<file path="src/rtl/vcmp_pkg.sv">
package vcmp_pkg;
  // Strobes from the control path to the lane datapath
  typedef struct packed {
    logic load;    // capture a new mask from the current operands
    logic record;  // also capture a new condition summary
  } vcmpCtrl_t;
endpackage

</file>
<file path="src/rtl/vcmp_ctrl.sv">
module vcmp_ctrl
  import vcmp_pkg::*;
#(
  parameter int WORD_W  = 32,
  parameter int IDX_W   = 5,
  parameter int OPC_W   = 6,
  parameter int PRIM_OP = 4,
  parameter int EXT_OP  = 582
) (
  input  logic             clk,
  input  logic             rstN,
  input  logic             instrValid,
  input  logic [WORD_W-1:0] instrWord,
  output vcmpCtrl_t        ctrl,
  output logic [IDX_W-1:0] srcAIdx,
  output logic [IDX_W-1:0] srcBIdx,
  output logic [IDX_W-1:0] dstIdx,
  output logic             resValid,
  output logic             condWe
);
  // Field positions, counted down from the most significant bit
  localparam int OPC_LSB = WORD_W - OPC_W;
  localparam int VD_LSB  = OPC_LSB - IDX_W;
  localparam int VA_LSB  = VD_LSB - IDX_W;
  localparam int VB_LSB  = VA_LSB - IDX_W;
  localparam int RC_POS  = VB_LSB - 1;
  localparam int XO_W    = RC_POS;
  localparam logic [OPC_W-1:0] PRIM_VAL = PRIM_OP[OPC_W-1:0];
  localparam logic [XO_W-1:0]  EXT_VAL  = EXT_OP[XO_W-1:0];

  logic [OPC_W-1:0] opField;
  logic [XO_W-1:0]  xoField;
  logic [IDX_W-1:0] vdField;
  logic             recBit;
  logic             accept;

  assign opField = instrWord[WORD_W-1 -: OPC_W];
  assign vdField = instrWord[VD_LSB +: IDX_W];
  assign srcAIdx = instrWord[VA_LSB +: IDX_W];
  assign srcBIdx = instrWord[VB_LSB +: IDX_W];
  assign recBit  = instrWord[RC_POS];
  assign xoField = instrWord[XO_W-1:0];

  assign accept      = instrValid && (opField == PRIM_VAL) && (xoField == EXT_VAL);
  assign ctrl.load   = accept;
  assign ctrl.record = accept && recBit;

  always_ff @(posedge clk or negedge rstN) begin
    if (!rstN) begin
      resValid <= 1'b0;
      condWe   <= 1'b0;
      dstIdx   <= '0;
    end else begin
      resValid <= accept;
      condWe   <= accept && recBit;
      if (accept) dstIdx <= vdField;
    end
  end

  // a result pulse always traces back to a valid strobe one cycle earlier
  p_pulse_after_valid_r5: assert property (@(posedge clk) disable iff (!rstN)
    resValid |-> $past(instrValid));

  // the condition write never appears without a result
  p_cond_with_result_r6: assert property (@(posedge clk) disable iff (!rstN)
    condWe |-> resValid);

  // a presented result came from a word with the right primary opcode
  p_opcode_match_r3: assert property (@(posedge clk) disable iff (!rstN)
    resValid |-> ($past(instrWord[WORD_W-1 -: OPC_W]) == PRIM_VAL));

  // with no result pulse the destination index holds
  p_dst_hold_r9: assert property (@(posedge clk) disable iff (!rstN)
    !resValid |-> $stable(dstIdx));
endmodule

</file>
<file path="src/rtl/vcmp_lanes.sv">
module vcmp_lanes
  import vcmp_pkg::*;
#(
  parameter int LANE_W = 16,
  parameter int LANES  = 8
) (
  input  logic                    clk,
  input  logic                    rstN,
  input  vcmpCtrl_t               ctrl,
  input  logic [LANE_W*LANES-1:0] srcA,
  input  logic [LANE_W*LANES-1:0] srcB,
  output logic [LANE_W*LANES-1:0] resMask,
  output logic [3:0]              condVal
);
  localparam int VEC_W = LANE_W * LANES;

  logic [LANES-1:0] laneHit;

  // Lane 0 is the most significant halfword
  for (genvar i = 0; i < LANES; i++) begin : g_lane
    localparam int HI = VEC_W - 1 - LANE_W * i;
    logic [LANE_W-1:0] aLane;
    logic [LANE_W-1:0] bLane;
    assign aLane      = srcA[HI -: LANE_W];
    assign bLane      = srcB[HI -: LANE_W];
    assign laneHit[i] = aLane > bLane;

    always_ff @(posedge clk or negedge rstN) begin
      if (!rstN)          resMask[HI -: LANE_W] <= '0;
      else if (ctrl.load) resMask[HI -: LANE_W] <= {LANE_W{laneHit[i]}};
    end
  end

  // Summary order from bit 3 down: all true, greater (0), all false, summary overflow (0)
  always_ff @(posedge clk or negedge rstN) begin
    if (!rstN)            condVal <= '0;
    else if (ctrl.record) condVal <= {&laneHit, 1'b0, ~|laneHit, 1'b0};
  end

  // the all-true summary bit agrees with the registered mask
  p_all_true_r7: assert property (@(posedge clk) disable iff (!rstN)
    $past(ctrl.record) |-> (condVal[3] == (resMask == {VEC_W{1'b1}})));

  // the all-false summary bit agrees with the registered mask
  p_all_false_r7: assert property (@(posedge clk) disable iff (!rstN)
    $past(ctrl.record) |-> (condVal[1] == (resMask == {VEC_W{1'b0}})));

  // without a load the mask holds
  p_mask_hold_r9: assert property (@(posedge clk) disable iff (!rstN)
    !$past(ctrl.load) |-> $stable(resMask));
endmodule

</file>
<file path="src/rtl/vcmp_uh_unit.sv">
module vcmp_uh_unit
  import vcmp_pkg::*;
#(
  parameter int LANE_W = 16,
  parameter int LANES  = 8,
  parameter int WORD_W = 32,
  parameter int IDX_W  = 5
) (
  input  logic                    clk,
  input  logic                    rstN,
  input  logic                    instrValid,
  input  logic [WORD_W-1:0]       instrWord,
  input  logic [LANE_W*LANES-1:0] srcA,
  input  logic [LANE_W*LANES-1:0] srcB,
  output logic [IDX_W-1:0]        srcAIdx,
  output logic [IDX_W-1:0]        srcBIdx,
  output logic [IDX_W-1:0]        dstIdx,
  output logic [LANE_W*LANES-1:0] resMask,
  output logic                    resValid,
  output logic                    condWe,
  output logic [3:0]              condVal
);
  vcmpCtrl_t ctrl;

  vcmp_ctrl #(
    .WORD_W(WORD_W),
    .IDX_W (IDX_W)
  ) ctrl_i (
    .clk       (clk),
    .rstN      (rstN),
    .instrValid(instrValid),
    .instrWord (instrWord),
    .ctrl      (ctrl),
    .srcAIdx   (srcAIdx),
    .srcBIdx   (srcBIdx),
    .dstIdx    (dstIdx),
    .resValid  (resValid),
    .condWe    (condWe)
  );

  vcmp_lanes #(
    .LANE_W(LANE_W),
    .LANES (LANES)
  ) lanes_i (
    .clk    (clk),
    .rstN   (rstN),
    .ctrl   (ctrl),
    .srcA   (srcA),
    .srcB   (srcB),
    .resMask(resMask),
    .condVal(condVal)
  );
endmodule

</file>
<file path="config.mk">
export PLATFORM = sky130hd
export DESIGN_NAME = vcmp_uh_unit
export DESIGN_NICKNAME = d
export VERILOG_FILES = /design/src/rtl/vcmp_pkg.sv /design/src/rtl/vcmp_ctrl.sv /design/src/rtl/vcmp_lanes.sv /design/src/rtl/vcmp_uh_unit.sv
export SDC_FILE = /design/constraint.sdc
export NUM_CORES = 1
export LEC_CHECK = 0
export BUFFER_PORTS_ARGS = -buffer_cell sky130_fd_sc_hd__buf_2
export CAP_MARGIN = 20
export CORE_AREA = 2 2 172 174
export DETAILED_ROUTE_END_ITERATION = 8
export DIE_AREA = 0 0 174 176
export HOLD_SLACK_MARGIN = 0.15
export PLACE_DENSITY = 0.4
export SYNTH_ARGS = -nofsm -noshare
export SYNTH_HDL_FRONTEND = slang
export SYNTH_SLANG_ARGS = --single-unit
</file>
<file path="constraint.sdc">
create_clock -name clk -period 0.9 [get_ports clk]
set_input_delay 0.135 -clock clk [delete_from_list [all_inputs] [get_ports clk]]
set_output_delay 0.135 -clock clk [all_outputs]
set_load 0.05 [all_outputs]
</file>
== After elaboration in Yosys (flattened, before gate mapping) ==
Cells that the tools add are included.

* Add/sub/neg operators: 0
* Multiply operators: 0
* Div/mod/pow operators: 0
* Magnitude comparators: 8
* Equal/unequal tests: 2
* Shift-type cells: 0
* Multiplexer cells: 0
* Bitwise logic cells: 0
* Reductions and logical operators: 6

{| class="wikitable"
|+ Operators with widths
! kind !! number
|-
| 16-bit greater-than comparator || 8
|-
| 10-bit == test (second input constant) || 1
|-
| 8-bit AND reduction || 1
|-
| 8-bit OR reduction || 1
|-
| 6-bit by 3-bit == test with 1-bit output (second input constant) || 1
|-
| 1-bit logical AND || 3
|-
| 1-bit logical NOT || 1
|}

* Register bits: 17
* Latch bits: 0
* RAM bits: 0
* Memory bits (read-only): 0
* Output and inout port bits: 149
* Word-level logic and storage cells: 28
* Memories kept: 0

== Depth between registers and ports, before layout ==
* Depth in word-level cells: 4
* Depth in mapped cells: 10
* Gate-level depth less buffers: 10

== Cells and area by module ==
From an unflattened synthesis, not the netlist that was laid out.

* Cell total of the unflattened synthesis: 626
* Area, all modules: 4890.9 um^2

{| class="wikitable"
|+ By module, submodules not included
! module !! instances !! cells an instance !! area each (um^2) !! seq. area each (um^2)
|-
| vcmp_lanes || 1 || 595 || 4510.6 || 250.2
|-
| vcmp_ctrl || 1 || 31 || 380.4 || 175.2
|}

== Worst setup path before layout ==
Ideal clock, no wire load.

* Kind: input to register
* Start point: in srcB[119]
* End point: reg lanes_i.condVal[3]
* Arrival time: 1.932 ns
* Data required time: 0.824 ns
* Slack: -1.108 ns
* Stages: 10
* Cells stage by stage: inv_1 > ha_1 > and4_1 > nand3_1 > o21bai_1 > a311o_1 > a31oi_2 > nand2_1 > or4_1 > o21ai_1

* Cells in the longest elaborated chain, start to end: 2

{| class="wikitable"
|+ Ends and longest elaborated chain
! item !! line !! RTL
|-
| start, declared || vcmp_uh_unit.sv:14 || <nowiki>input logic [LANE_W*LANES-1:0] srcB,</nowiki>
|-
| 16-bit greater-than comparator || vcmp_lanes.sv:26 || <nowiki>assign laneHit[i] = aLane > bLane;</nowiki>
|-
| 8-bit AND reduction || vcmp_lanes.sv:37 || <nowiki>else if (ctrl.record) condVal <= {&laneHit, 1'b0, ~|laneHit, 1'b0};</nowiki>
|-
| end signal, assigned || vcmp_lanes.sv:37 ||
|-
| end, declared || vcmp_lanes.sv:13 || <nowiki>output logic [3:0] condVal</nowiki>
|}

No other way between the ends.
A chain may end at the register's enable or synchronous reset.

== Worst setup path in the final report ==
* Start point: in srcB[116]
* End point: reg lanes_i.condVal[3]

Same word-level chain as after synthesis.

==> out/qor.yml <==
status:
  status: "finished with violations"
  violations: "setup timing"
placement:
  place_hpwl_mm: 16.7
  portBuffers: 417
  gp_congestion: 0.850
synth:
  yosysUniqueCellTypes: 39
  synthSimpleGateAreaFrac: 0.149
  synthMuxAreaShare: 0
  synth.avg_cell_area_sq_um: 7.49
  synthXorXnorAreaFrac: 0
  synth_ff_type: "dfrtp_1"
  syn_area_sq_um: 4890
  synthTopCellsByArea: "ha_1, buf_4, inv_1"
  yosysTopAreaCell: "ha_1"
  synthAdderAreaFrac: 0.328
  ys_seq_elements: 17
  synth_cells: 652
  synth.top_cell.area_share: 0.328
  yosys_warnings: 0
  synth_compound_area_frac: 0.132
  synth_edf_count: 0
  ys_seq_area_frac: 0.0871
  synth_top_family_by_area: "adder cells"
  synthArstFlopShare: 1.00
setup_path:
  crit_required_ns: 1.08
  worstPathArrival_ns: 2.05
  start_kind: "input pin"
  cp-end-kind: "flip-flop"
  r2r_slack_ns: -0.15
  crit_chain: "buf_6 > inv_8 > ha_4 > and4_4 > nand3_2 > o21bai_1 > a311o_1 > a31oi_4 > nand2_1 > or4_1 > o21ai_1"
  path_class: "in -> reg"
  crit_family: "compound AO/OA/AOI/OAI gates"
  path_max_fanout: 2
  cp_slowest_cell: "or4_1"
  cp_num_buf_inv: 2
  critPathMaxStageDelay_ns: 0.40
cts:
  cts_tree: "built"
  cts_buffer_depth: 2
  cts_made_buffers: 3
  cts.htree.levels: 1
  clock_latency_ns: 0.25
  path_clk_slew_ns: 0.06
  cts_root_buf: "clkbuf_16"
  clock-sinks: 17
sta:
  timing.hold.ws_ns: 0.270
  fin_skew_ns: 0
  timing.fmax_ghz: 0.537
  rsz0062_at_grt: "yes"
  hold_violations: 0
  fin_crit_sh: 2.07
  drv_slew: 0
  period_needed_ns: 1.86
  setup-tns-final_ns: -49.25
  fin_ws_ns: -0.963
  setup_viol: 154
layout:
  layout_commonest_cell: "buf_2"
  multiInputGateArea_sq_um: 3580
  final_util: 0.352
  area_delta_synth_final_pct: 106
  nets: 1443
  final_layout_size_suffix_gt1_frac: 0.590
  most-common-layout-cells: "buf_2, inv_1, ha_1"
  n_fill_cell: 2971
  final-seq-area_sq_um: 455
floorplan:
  dieArea_sq_um: 30600
  start_util: 0.171
  rows: 62
  core_area_sq_um: 28500
  die_y_um: 176
  ioPinCount: 440
  die_w_um: 174
grt:
  grt_pass1_vias: 5751
  antenna_found_initial: 2
  grt_max_degree: 18
  grt-busiest-layer: "met2"
  grt_usage: 0.125
  use_met1: 0.146
  grt_pass1_wl_mm: 30.5
  overflow: 0
  gr-usage-met2: 0.237
  use_met3: 0.0276
job:
  maxCapViolCount: 0
routing:
  drc: 0
  dr.pass1.iters: 4
  routed_via_density: 3.89
  ant_nets: 0
  wl_mm: 21.1
  wl_per_cell_um: 15.0
  via_count: 5475
  initialDrtViolationCount: 107
pwr:
  vdd_drop_max_mv: 0.495
  p_total_uw: 4460
  leakage_uw: 0.00519
  power.density_nw_per_um2: 443
min_path:
  hold_path.class: "in -> out"
## power by group
group | internal [uW] | switching [uW] | total, uW
registers | 764 | 0.295 | 764
clock network | 604 | 346 | 949
logic | 1530 | 1220 | 2740
total | 2900 | 1560 | 4460
## state kept, by name, summed over array words and instances (netlist names)
register	cells
ctrl_i.dstIdx	5
lanes_i.condVal	2
lanes_i.resMask	8
ctrl_i.resValid	1
ctrl_i.condWe	1
## per-stage QoR
step / cell area (sq um) / cells / setup slack [ns]
floorplan: 6030 / 653 / -1.00
global placement: 7160 / 1356 / -1.36
detailed placement: 7160 / 1356 / -1.39
CTS: 9330 / 1400 / -0.978
global route: 10100 / 1408 / -1.08
finish: 10100 / 1408 / -0.963
## repair_timing
action	CTS	global route
cloned	1	2
setup endpoints to repair	154	154
hold endpoints to repair	23	0
setup buffers	33	6
hold buffers	7	0
pin swaps	39	31
resized for setup	490	148
## cell type report
type	count	share of cell area
diodes	1	0.000249
clock buffers	4	0.00784
inverters	129	0.0581
multi-input cells	373	0.355
flip-flops and latches	17	0.0453
well taps	384	0.0478
repair buffers	500	0.485
## metal layers
layer / wire (um) / up-vias
li1: - / 2808
met2: 11400 / 200
met1: 8130 / 2447
met3: 1350 / 18
met5: 13 / -
met4: 229 / 2
## worst paths after layout
kind | from | cells after the start | to
setup / recovery | srcB[116] | 11 | lanes_i.condVal[3]
hold / removal | instrWord[15] | 0 | srcBIdx[4]
setup reg to reg | lanes_i.resMask[80] | 4 | lanes_i.resMask[80]
hold reg to reg | ctrl_i.dstIdx[3] | 2 | ctrl_i.dstIdx[3]
max in group asynchronous | rstN | 2 | lanes_i.resMask[64]
min in group asynchronous | rstN | 2 | ctrl_i.dstIdx[4]
## cell families after synthesis
kind of cell / Yosys count
flip-flops: 17
buffers and inverters: 264
AND/OR/NAND/NOR: 144
AO/OA/AOI/OAI: 98
adder cells (fa/ha/maj): 128
other: 1
## Yosys cell counts (2+ instances only)
cell type  count
nor2_1         8
dfrtp_1       17
a221o_1        2
nand3_1       16
nand2_1       64
nand4_1       23
a221oi_1       6
o311ai_1       4
a21o_1         4
or2_2          2
and2_0         2
a211oi_1       4
a21boi_0       5
and4_1         7
o21ai_1        6
nor2b_1       10
o211ai_1       7
a2bb2oi_1      3
nor4_1         3
clkbuf_1       3
o21ai_0        6
o31ai_1        3
ha_1         128
or2_1          2
inv_1        129
buf_4        132
a21oi_1       43
nor4b_1        2
Power figures use the tool's default switching activity.
